--- src/rtl/ep_alloc_pkg.sv ---
// Shared types and the size-code decode for the endpoint buffer allocator.
// Assumes every single-buffer size fits in LEN_W-1 bits, so a doubled
// footprint fits in LEN_W bits.
package ep_alloc_pkg;

    localparam int LEN_W  = 11;
    localparam int CODE_W = 4;

    typedef enum logic [1:0] {
        ST_IDLE   = 2'd0,
        ST_WALK   = 2'd1,
        ST_COMMIT = 2'd2
    } walk_state_t;

    // Bytes for one buffer of the given size code and table select.
    function automatic logic [LEN_W-1:0] ep_bytes(input logic [CODE_W-1:0] code,
                                                  input logic iso);
        logic [LEN_W-1:0] b;
        if (!iso) begin
            b = (code >= 4'd3) ? LEN_W'(64) : (LEN_W'(8) << code);
        end else begin
            case (code)
                4'd0:    b = LEN_W'(16);
                4'd1:    b = LEN_W'(32);
                4'd2:    b = LEN_W'(48);
                4'd3:    b = LEN_W'(64);
                4'd4:    b = LEN_W'(96);
                4'd5:    b = LEN_W'(128);
                4'd6:    b = LEN_W'(160);
                4'd7:    b = LEN_W'(192);
                4'd8:    b = LEN_W'(256);
                4'd9:    b = LEN_W'(320);
                4'd10:   b = LEN_W'(384);
                4'd11:   b = LEN_W'(512);
                4'd12:   b = LEN_W'(640);
                4'd13:   b = LEN_W'(768);
                4'd14:   b = LEN_W'(896);
                default: b = LEN_W'(1023);
            endcase
        end
        return b;
    endfunction

endpackage

--- src/rtl/ep_alloc_seq.sv ---
// Walk sequencer: accepts a request when idle, then steps a buffer index
// once per clock over all NUM_BUF buffers, then spends one commit cycle.
// Assumes the request is a level sampled at the clock edge; requests
// seen while not idle are dropped.
module ep_alloc_seq
    import ep_alloc_pkg::*;
#(
    parameter int NUM_BUF = 16,
    parameter int IDX_W   = 4
) (
    input  logic             clk,
    input  logic             rst_n,
    input  logic             req,
    output logic             start,
    output logic             step_en,
    output logic [IDX_W-1:0] step_idx,
    output logic             commit,
    output logic             busy
);

    walk_state_t      state_q;
    logic [IDX_W-1:0] idx_q;

    // Decode phase strobes from the state.
    always_comb begin
        start    = req && (state_q == ST_IDLE);
        step_en  = (state_q == ST_WALK);
        commit   = (state_q == ST_COMMIT);
        busy     = (state_q != ST_IDLE);
        step_idx = idx_q;
    end

    // Advance the state and the buffer index.
    always_ff @(posedge clk) begin
        if (!rst_n) begin
            state_q <= ST_IDLE;
            idx_q   <= '0;
        end else begin
            case (state_q)
                ST_IDLE: begin
                    if (req) begin
                        state_q <= ST_WALK;
                        idx_q   <= '0;
                    end
                end
                ST_WALK: begin
                    if (idx_q == IDX_W'(NUM_BUF - 1)) begin
                        state_q <= ST_COMMIT;
                    end else begin
                        idx_q <= idx_q + 1'b1;
                    end
                end
                default: state_q <= ST_IDLE;
            endcase
        end
    end

endmodule

--- src/rtl/ep_size_decode.sv ---
// Footprint decode for the buffer under the walk index.
// Indices 0 and 1 are the fixed control buffers. Index k+2 is configurable
// endpoint k. Output is the byte need and whether the buffer wants space.
module ep_size_decode
    import ep_alloc_pkg::*;
#(
    parameter int NUM_CFG    = 14,
    parameter int IDX_W      = 4,
    parameter int CTRL_BYTES = 64
) (
    input  logic [IDX_W-1:0]          idx,
    input  logic [NUM_CFG-1:0]        en,
    input  logic [NUM_CFG*CODE_W-1:0] code,
    input  logic [NUM_CFG-1:0]        iso,
    input  logic [NUM_CFG-1:0]        dbl,
    output logic                      want,
    output logic [LEN_W-1:0]          need
);

    // Select and size the indexed buffer.
    always_comb begin
        want = 1'b0;
        need = '0;
        if (idx < IDX_W'(2)) begin
            want = 1'b1;
            need = LEN_W'(CTRL_BYTES);
        end
        for (int k = 0; k < NUM_CFG; k++) begin
            if (idx == IDX_W'(k + 2)) begin
                want = en[k];
                need = ep_bytes(code[k*CODE_W +: CODE_W], iso[k]);
                if (dbl[k]) begin
                    need = need << 1;
                end
            end
        end
    end

endmodule

--- src/rtl/ep_layout_commit.sv ---
// Published layout store. On the commit strobe it copies the working
// layout out, pulses done, pulses flush when any base or length moved,
// and folds the walk's overflow into the sticky error.
// Reset layout holds only the two control buffers.
module ep_layout_commit
    import ep_alloc_pkg::*;
#(
    parameter int NUM_BUF    = 16,
    parameter int ADDR_W     = 12,
    parameter int CTRL_BYTES = 64
) (
    input  logic                      clk,
    input  logic                      rst_n,
    input  logic                      commit,
    input  logic [NUM_BUF*ADDR_W-1:0] work_base,
    input  logic [NUM_BUF*LEN_W-1:0]  work_len,
    input  logic [NUM_BUF-1:0]        work_ok,
    input  logic                      work_over,
    output logic [NUM_BUF*ADDR_W-1:0] pub_base,
    output logic [NUM_BUF*LEN_W-1:0]  pub_len,
    output logic [NUM_BUF-1:0]        pub_ok,
    output logic                      done,
    output logic                      flush,
    output logic                      err
);

    localparam int BASE_BITS = NUM_BUF * ADDR_W;
    localparam int LEN_BITS  = NUM_BUF * LEN_W;
    localparam logic [BASE_BITS-1:0] RST_BASE = BASE_BITS'(CTRL_BYTES) << ADDR_W;
    localparam logic [LEN_BITS-1:0]  RST_LEN  =
        (LEN_BITS'(CTRL_BYTES) << LEN_W) | LEN_BITS'(CTRL_BYTES);
    localparam logic [NUM_BUF-1:0]   RST_OK   = NUM_BUF'(3);

    logic moved;

    // Any base or length differs from what is published.
    always_comb moved = (work_base != pub_base) || (work_len != pub_len);

    // Publish the layout and raise the completion strobes.
    always_ff @(posedge clk) begin
        if (!rst_n) begin
            pub_base <= RST_BASE;
            pub_len  <= RST_LEN;
            pub_ok   <= RST_OK;
            done     <= 1'b0;
            flush    <= 1'b0;
            err      <= 1'b0;
        end else begin
            done  <= commit;
            flush <= commit && moved;
            if (commit) begin
                pub_base <= work_base;
                pub_len  <= work_len;
                pub_ok   <= work_ok;
                err      <= err | work_over;
            end
        end
    end

endmodule

--- src/rtl/ep_fifo_alloc.sv ---
// Shared endpoint buffer allocator (top).
// Samples the endpoint configuration on an accepted request, packs every
// buffer that fits under BUDGET in ascending index order one per clock,
// then publishes the layout. Buffers that do not fit get nothing and do
// not advance the fill cursor.
module ep_fifo_alloc
    import ep_alloc_pkg::*;
#(
    parameter int NUM_CFG    = 14,
    parameter int BUDGET     = 2462,
    parameter int CTRL_BYTES = 64,
    localparam int NUM_BUF   = NUM_CFG + 2,
    localparam int ADDR_W    = $clog2(BUDGET + 1),
    localparam int IDX_W     = $clog2(NUM_BUF)
) (
    input  logic                      clk,
    input  logic                      rst_n,
    input  logic                      alloc_req,
    input  logic [NUM_CFG-1:0]        ep_en,
    input  logic [NUM_CFG*CODE_W-1:0] ep_code,
    input  logic [NUM_CFG-1:0]        ep_iso,
    input  logic [NUM_CFG-1:0]        ep_dbl,
    output logic                      alloc_busy,
    output logic                      alloc_done,
    output logic                      fifo_flush,
    output logic                      over_err,
    output logic [NUM_BUF-1:0]        buf_ok,
    output logic [NUM_BUF*ADDR_W-1:0] buf_base,
    output logic [NUM_BUF*LEN_W-1:0]  buf_len
);

    localparam int SUM_W = ADDR_W + 1;

    logic                      start, step_en, commit;
    logic [IDX_W-1:0]          step_idx;
    logic [NUM_CFG-1:0]        en_q, iso_q, dbl_q;
    logic [NUM_CFG*CODE_W-1:0] code_q;
    logic                      want;
    logic [LEN_W-1:0]          need;
    logic [ADDR_W-1:0]         cursor_q;
    logic [SUM_W-1:0]          reach;
    logic                      fits;
    logic [NUM_BUF*ADDR_W-1:0] work_base;
    logic [NUM_BUF*LEN_W-1:0]  work_len;
    logic [NUM_BUF-1:0]        work_ok;
    logic                      work_over;

    ep_alloc_seq #(
        .NUM_BUF (NUM_BUF),
        .IDX_W   (IDX_W)
    ) u_seq (
        .clk      (clk),
        .rst_n    (rst_n),
        .req      (alloc_req),
        .start    (start),
        .step_en  (step_en),
        .step_idx (step_idx),
        .commit   (commit),
        .busy     (alloc_busy)
    );

    // Hold the configuration for the whole walk.
    always_ff @(posedge clk) begin
        if (!rst_n) begin
            en_q   <= '0;
            iso_q  <= '0;
            dbl_q  <= '0;
            code_q <= '0;
        end else if (start) begin
            en_q   <= ep_en;
            iso_q  <= ep_iso;
            dbl_q  <= ep_dbl;
            code_q <= ep_code;
        end
    end

    ep_size_decode #(
        .NUM_CFG    (NUM_CFG),
        .IDX_W      (IDX_W),
        .CTRL_BYTES (CTRL_BYTES)
    ) u_dec (
        .idx  (step_idx),
        .en   (en_q),
        .code (code_q),
        .iso  (iso_q),
        .dbl  (dbl_q),
        .want (want),
        .need (need)
    );

    // Capacity test for the buffer under the index.
    always_comb begin
        reach = SUM_W'(cursor_q) + SUM_W'(need);
        fits  = want && (reach <= SUM_W'(BUDGET));
    end

    // Place or reject the indexed buffer and advance the fill cursor.
    always_ff @(posedge clk) begin
        if (!rst_n) begin
            cursor_q  <= '0;
            work_base <= '0;
            work_len  <= '0;
            work_ok   <= '0;
            work_over <= 1'b0;
        end else if (start) begin
            cursor_q  <= '0;
            work_over <= 1'b0;
        end else if (step_en) begin
            if (fits) begin
                work_base[step_idx*ADDR_W +: ADDR_W] <= cursor_q;
                work_len[step_idx*LEN_W +: LEN_W]    <= need;
                work_ok[step_idx]                    <= 1'b1;
                cursor_q                             <= reach[ADDR_W-1:0];
            end else begin
                work_base[step_idx*ADDR_W +: ADDR_W] <= '0;
                work_len[step_idx*LEN_W +: LEN_W]    <= '0;
                work_ok[step_idx]                    <= 1'b0;
                if (want) begin
                    work_over <= 1'b1;
                end
            end
        end
    end

    ep_layout_commit #(
        .NUM_BUF    (NUM_BUF),
        .ADDR_W     (ADDR_W),
        .CTRL_BYTES (CTRL_BYTES)
    ) u_commit (
        .clk       (clk),
        .rst_n     (rst_n),
        .commit    (commit),
        .work_base (work_base),
        .work_len  (work_len),
        .work_ok   (work_ok),
        .work_over (work_over),
        .pub_base  (buf_base),
        .pub_len   (buf_len),
        .pub_ok    (buf_ok),
        .done      (alloc_done),
        .flush     (fifo_flush),
        .err       (over_err)
    );

endmodule

--- config.mk ---
export PLATFORM = sky130hd
export DESIGN_NAME = ep_fifo_alloc
export DESIGN_NICKNAME = d
export VERILOG_FILES = /design/src/rtl/ep_alloc_pkg.sv /design/src/rtl/ep_alloc_seq.sv /design/src/rtl/ep_size_decode.sv /design/src/rtl/ep_layout_commit.sv /design/src/rtl/ep_fifo_alloc.sv
export SDC_FILE = /design/constraint.sdc
export NUM_CORES = 2
export LEC_CHECK = 0
export BUFFER_PORTS_ARGS = -buffer_cell sky130_fd_sc_hd__buf_2
export CAP_MARGIN = 20
export CORE_ASPECT_RATIO = 1.1
export CORE_MARGIN = 8
export CORE_UTILIZATION = 53
export CTS_CLUSTER_DIAMETER = 50
export DETAILED_ROUTE_END_ITERATION = 16
export PLACE_DENSITY_LB_ADDON = 0.08
export SETUP_SLACK_MARGIN = 0.4
export SYNTH_ARGS = -nofsm -noshare
export SYNTH_HDL_FRONTEND = slang
export SYNTH_SLANG_ARGS = --single-unit
--- constraint.sdc ---
create_clock -name clk -period 5.71 [get_ports clk]
set_input_delay 0.2855 -clock clk [delete_from_list [all_inputs] [get_ports clk]]
set_output_delay 0.2855 -clock clk [all_outputs]
set_load 0.01 [all_outputs]
# Yosys cells after proc, flatten, opt, wreduce, memory -nomap -nowiden
# Memory sizes are Yosys's and may differ from the RTL's. A register that Yosys moved wholly into a read port is not among the register bits.
# Cells that the tools add are included.
# W data, S select, Z words.
# totals
reg_bits	888
mem_bits_ro	2240
in_bits	101
out_inout_bits	388
wordCells	232
memories	14
# classes
add_sub_neg	4
multipliers	2
magnitude_cmp	18
eq_ne	21
shifts	20
n_mux	115
n_bitwise	7
n_reduce_logical	14
# mem_list
memory	depth	word_bits	rd	rd_clocked_by_memory_dff	write_ports	line_no	rtl
(no name shown)	16	10	1	1	0	ep_alloc_pkg.sv:22	case (code)
(no name shown)	16	10	1	1	0	ep_alloc_pkg.sv:22	
(no name shown)	16	10	1	1	0	ep_alloc_pkg.sv:22	
(no name shown)	16	10	1	1	0	ep_alloc_pkg.sv:22	
(no name shown)	16	10	1	1	0	ep_alloc_pkg.sv:22	
(no name shown)	16	10	1	1	0	ep_alloc_pkg.sv:22	
+8 memories	n/a	n/a	n/a	n/a	n/a	n/a	
# ops
cell	count
$mux W11	56
$bwmux W192	2
$bwmux W176	2
$mux W192	1
$ne A192 B192 Y1	1
$shift A12 B34 Y192 const A	1
$shiftx A12 B34 Y192	1
$shiftx A12 B34 Y192 const A	1
$mux W176	1
$ne A176 B176 Y1	1
$shift A11 B34 Y176 const A	1
$shiftx A11 B34 Y176	1
$shiftx A11 B34 Y176 const A	1
$shl A4 B4 Y11 const A	14
$mux W4	30
$neg A8 Y34	2
$ge A4 B2 Y1 const B	14
$eq A4 B4 Y1 const B	8
$and A16 B16 Y16	1
$eq A4 B3 Y1 const B	4
$mux W1	16
$mux W16	1
$not A16 Y16	1
$or A16 B16 Y16	1
other kinds (27)	39

# Depth between registers and ports, before layout
# depth
ltp_word	23
mapped_depth	27
mapped_depth_nobuf	19

# By module
# Synthesis repeated with hierarchy kept, for this count alone.
# unflattened
cells_unflattened	4902
hier_area_um2	44128.6
# by_module_without_submodules
mod	n_inst	cells_per_inst	area_each_um2
ep_fifo_alloc	1	2293	19845.3
ep_layout_commit	1	1736	18363.9
ep_size_decode	1	839	5590.4
ep_alloc_seq	1	34	329.1

# Least setup slack after synthesis
# No wires, ideal clock.
# synth_path
kind	register to register
startpoint	register u_seq.idx_q[0], in the netlist u_seq.step_idx[0]
endpoint	register work_len[15]
setup_time_ps	117
arrival_time_ps	5327
t_required_ps	5593
path_slack_ps	266
path_stages_with_launch	26
n_path_buf	6
period_less_slack_ps	5444
path_cell_list	dfxtp_1 > buf_2 > clkinv_1 > clkbuf_1 > ha_1 > clkbuf_1 > inv_1 > or4_1 > o311ai_0 > a221oi_1 > o21ai_0 > a21o_1 > ha_1 > inv_1 > fa_1 > nor2b_1 > o2111ai_1 > a211o_1 > o2111a_1 > a311o_1 > a32o_1 > buf_6 > and3_4 > buf_6 > buf_6 > a32o_1
# synth_via
elab_chain_len	20
word_cells_on_any_way	56
cone_classes	2 x add/sub; 1 x mul; 2 x order compare; 14 x eq/ne; 3 x shift; 33 x mux; 1 x reduce/logical
# synth_lines
element	line_no	rtl
from (decl)	ep_alloc_seq.sv:22	logic [IDX_W-1:0] idx_q;
from (signal assigned)	ep_alloc_seq.sv:50	idx_q <= idx_q + 1'b1;
$lt A4 B2 Y1	ep_size_decode.sv:24	if (idx < IDX_W'(2)) begin
$mux W7	ep_size_decode.sv:24	
$mux W11 (14 in series)	ep_size_decode.sv:29	if (idx == IDX_W'(k + 2)) begin
$add A12 B11 Y13	ep_fifo_alloc.sv:93	reach = SUM_W'(cursor_q) + SUM_W'(need);
$le A13 B12 Y1	ep_fifo_alloc.sv:94	fits = want && (reach <= SUM_W'(BUDGET));
$logic_and A1 B1 Y1	ep_fifo_alloc.sv:94	
$mux W176 *	ep_fifo_alloc.sv:109	if (fits) begin
to (signal, indexed assignment)	ep_fifo_alloc.sv:111	work_len[step_idx*LEN_W +: LEN_W] <= need;
to (decl)	ep_fifo_alloc.sv:44	logic [NUM_BUF*LEN_W-1:0] work_len;
# Mark *: on every way between the ends. The rest lies on a longest branch, timed or not.
# A chain may end at the register's enable or synchronous reset.

# Worst setup path in the final report
# layout_path
startpoint	register u_seq.idx_q[0], in the netlist u_seq.step_idx[0]
endpoint	register work_len[5]
# The elaborated chain is that of the path after synthesis.

==> results_dict.tcl <==
set metrics [dict create \
    synth_top_family_by_area "simple AND/OR/NAND/NOR gates" \
    viasPerCell 6.134 \
    num_vias 44100 \
    drv_slew 0 \
    rsz0062_at_grt "false" \
    synth_area_leaders "dfxtp_1, nand2_1, a21oi_1, xnor2_1, o21ai_0" \
    grt_max_degree 205 \
    r2r_cells 22 \
    grt_overflow 0 \
    cts_tree "yes" \
    cts-root-buf "clkbuf_16" \
    synth_area_sq_um 44310 \
    synthArstFlopShare_pct 0 \
    ys.flop_type "dfxtp_1" \
    syn2layout_area_growth_pct 20.88 \
    status "finished clean" \
    rrSetupSlack_ns 0.42 \
    synth-adder-area-share_pct 3.253 \
    yosys_warnings 0 \
    fin_setup_tns_ns 0 \
    gr-usage-all-layers_pct 37.96 \
    dp_hpwl_um 140300 \
    ios 489 \
    drtIter0Drc 4824 \
    cts_sinks 954 \
    synthSimpleGateAreaFrac_pct 21.07 \
    reg2reg_to "work_len[5]" \
    synth-xor-area-share_pct 6.678 \
    criticalPathCategory "reg -> reg" \
    leakage_nw 20.97 \
    drtAntennaViolNets 0 \
    holdPathStages 3 \
    clk_latency_ns 0.71 \
    core-area_sq_um 83050 \
    gp_congestion 1.012 \
    power.total_mw 15.59 \
    critPathCaptureType "register" \
    die_h_um 319.3 \
    die_w_um 291.7 \
    synth-compound-area-share_pct 19.31 \
    yosysTopAreaCell "dfxtp_1" \
    wl_per_cell_um 26.27 \
    start_util_pct 53.36 \
    grt_pass1_vias 40560 \
    min_period_ns 5.295 \
    portBuffers 488 \
    clockBufferDepth 3 \
    yosysUniqueCellTypes 93 \
    first_pass_iters 8 \
    ir_worst_vdd_uv 312.6 \
    ys_seq_area_share_pct 43.10 \
    fin_nets 6235 \
    htree_num_levels 3 \
    numCtsBuffers 109 \
    slew_headroom_pct 16.87 \
    cp.required_ns 6.26 \
    clk_pin_slew_worst_paths_ns 0.06 \
    drive_gt1_share_pct 16.03 \
    hold_viol 0 \
    fmax_mhz 188.9 \
    worstPathMaxFanout 19 \
    cp-start-kind "register" \
    synth_area_per_cell_sq_um 8.034 \
    worstHoldStart "ep_code[51]" \
    period_share_pct 92.73 \
    drt-total-wl_um 188900 \
    fin_util_pct 64.50 \
    synth_nets 5731 \
    dieArea_sq_um 93130 \
    arrival_ns 5.85 \
    regToRegStartpoint "u_seq.step_idx[0]" \
    ys_ff_latch 954 \
    fp-row-count 111 \
    dp_slack_ns 0.2125 \
    maxCapViolations 0 \
    timing.final.ws_setup_ns 0.4153 \
    synth_top_area_share_pct 43.10 \
    netlist_instances 5516 \
    whs_ns 0.03986 \
    synth.area.mux_share_pct 2.033 \
    powerDensity_nw_per_um2 291.0 \
    grt_first_pass_wirelength_um 269600 \
    setup_viol 0 \
    synth-edff-count 0 \
    route.detailed.drc 0 \
    skew_ns 0.03588 \
    antenna_found_initial 6 \
    min_path_type "in -> reg" \
    tightest_slew_ns 1.241 \
]
## per-stage QoR
| stage | cell area [sq um] | std cells |
|---|---|---|
| after global routing | 53560 | 7186 |
| final | 53570 | 7189 |
| after global placement | 48210 | 6889 |
| after CTS | 53010 | 7165 |
| after detailed placement | 48210 | 6889 |
| after floorplan | 44320 | 5516 |
## layer usage
metal / routed length, um / track usage [%] / vias to the layer above
met2: 83860 / 60.45 / 2413
met1: 69500 / 44.75 / 20850
li1: - / - / 20290
met3: 19070 / 8.979 / 548
met4: 16390 / 27.24 / 4
met5: 28 / 0 / -
## kinds of logic (layout without fill, tap and decap cells)
logic type,Yosys count,count (layout)
fa+ha+maj,114,114
xor+xnor,337,337
flops,954,954
compound gates,1410,1410
buf+inv,494,1091
simple gates,2125,2125
other cells,0,3
mux,82,82
## synthesized netlist by cell type, types with 11 or more instances
master / instances
a31oi_1: 48
buf_4: 21
a32o_1: 16
and2_1: 13
a21oi_1: 559
buf_1: 28
a2111oi_0: 18
mux2_2: 14
nand4_1: 91
and3_1: 24
o31ai_1: 82
o32ai_1: 24
o211ai_1: 34
a22oi_1: 30
nor2_1: 152
o21ai_0: 316
nor3_1: 55
inv_1: 139
nor2b_1: 28
nand2b_1: 40
dfxtp_1: 954
xor2_1: 108
nand3_1: 237
or4_1: 15
o22ai_1: 85
buf_2: 16
a211oi_1: 19
nor4_1: 70
ha_1: 112
xnor2_1: 228
a22o_1: 22
clkbuf_1: 272
nand2_1: 1337
mux2i_1: 63
o21a_1: 17
a21o_1: 11
## report_power, final
group / internal (mW) / switching, mW
clock network: 4.68 / 3.05
registers: 6.76 / 0.102
logic: 0.345 / 0.659
## worst max-delay path, stage by stage (launching register included)
cell	delay, ns
dfxtp_4	0.38
inv_2	0.12
ha_4	0.22
buf_12	0.16
and2_1	0.32
nor2_1	0.09
o211ai_1	0.14
o311a_1	0.34
a211oi_2	0.12
buf_4	0.16
o22a_1	0.22
ha_1	0.30
a21o_1	0.21
a31o_1	0.21
or4_4	0.50
a22o_1	0.24
a311o_1	0.36
a32o_2	0.32
buf_12	0.15
buf_4	0.17
nand3_4	0.13
clkbuf_16	0.21
o21ai_0	0.09
## worst max-delay path by stage
stage / from / to / slack (ns) / depth (start not counted)
6_report: u_seq.step_idx[0] / work_len[5] / 0.42 / 22
5_1_grt: u_seq.step_idx[0] / work_len[74] / 0.37 / 22
4_1_cts: u_seq.step_idx[0] / work_len[98] / 0.41 / 22
3_5_place_dp: u_seq.step_idx[1] / work_base[66] / 0.21 / 21
3_3_place_gp: u_seq.step_idx[0] / work_base[65] / 0.26 / 20
2_1_floorplan: u_seq.step_idx[0] / work_len[15] / 0.41 / 25
## what timing repair did
action                                  in CTS  in global routing
gates cloned                                 0                  6
pin swaps                                    2                 24
setup buffers                                1                 13
hold buffers                                71                  0
gates resized for setup                     15                 74
endpoints found under the setup margin     374                380
hold endpoints to repair                    75                  0
## area by class of cell
| class | count | area (sq um) |
|---|---|---|
| clock inverter | 66 | 974.7 |
| tap | 1073 | 1343 |
| clock buffer | 138 | 3049 |
| antenna | 3 | 7.507 |
| inverter | 143 | 545.5 |
| multi-input combinational | 4068 | 23560 |
| sequential | 954 | 19110 |
| fill | 7321 | 29480 |
| timing repair buffer | 744 | 4977 |
## cells in the final DEF, fill, tap and decap left out, types with 34 or more instances in the layout
cell           instances
dlygate4sd3_1         71
xor2_1               108
ha_1                 102
o211ai_1              34
dfxtp_1              949
nand2_1             1336
nor3_1                54
nor2_1               150
buf_4                151
inv_1                138
clkbuf_16            117
a21oi_1              555
buf_2                487
o22ai_1               85
nand2b_1              38
a31oi_1               47
o31ai_1               79
nand4_1               91
xnor2_1              227
nand3_1              233
nor4_1                69
o21ai_0              312
mux2i_1               63
Power figures use the tool's default switching activity.
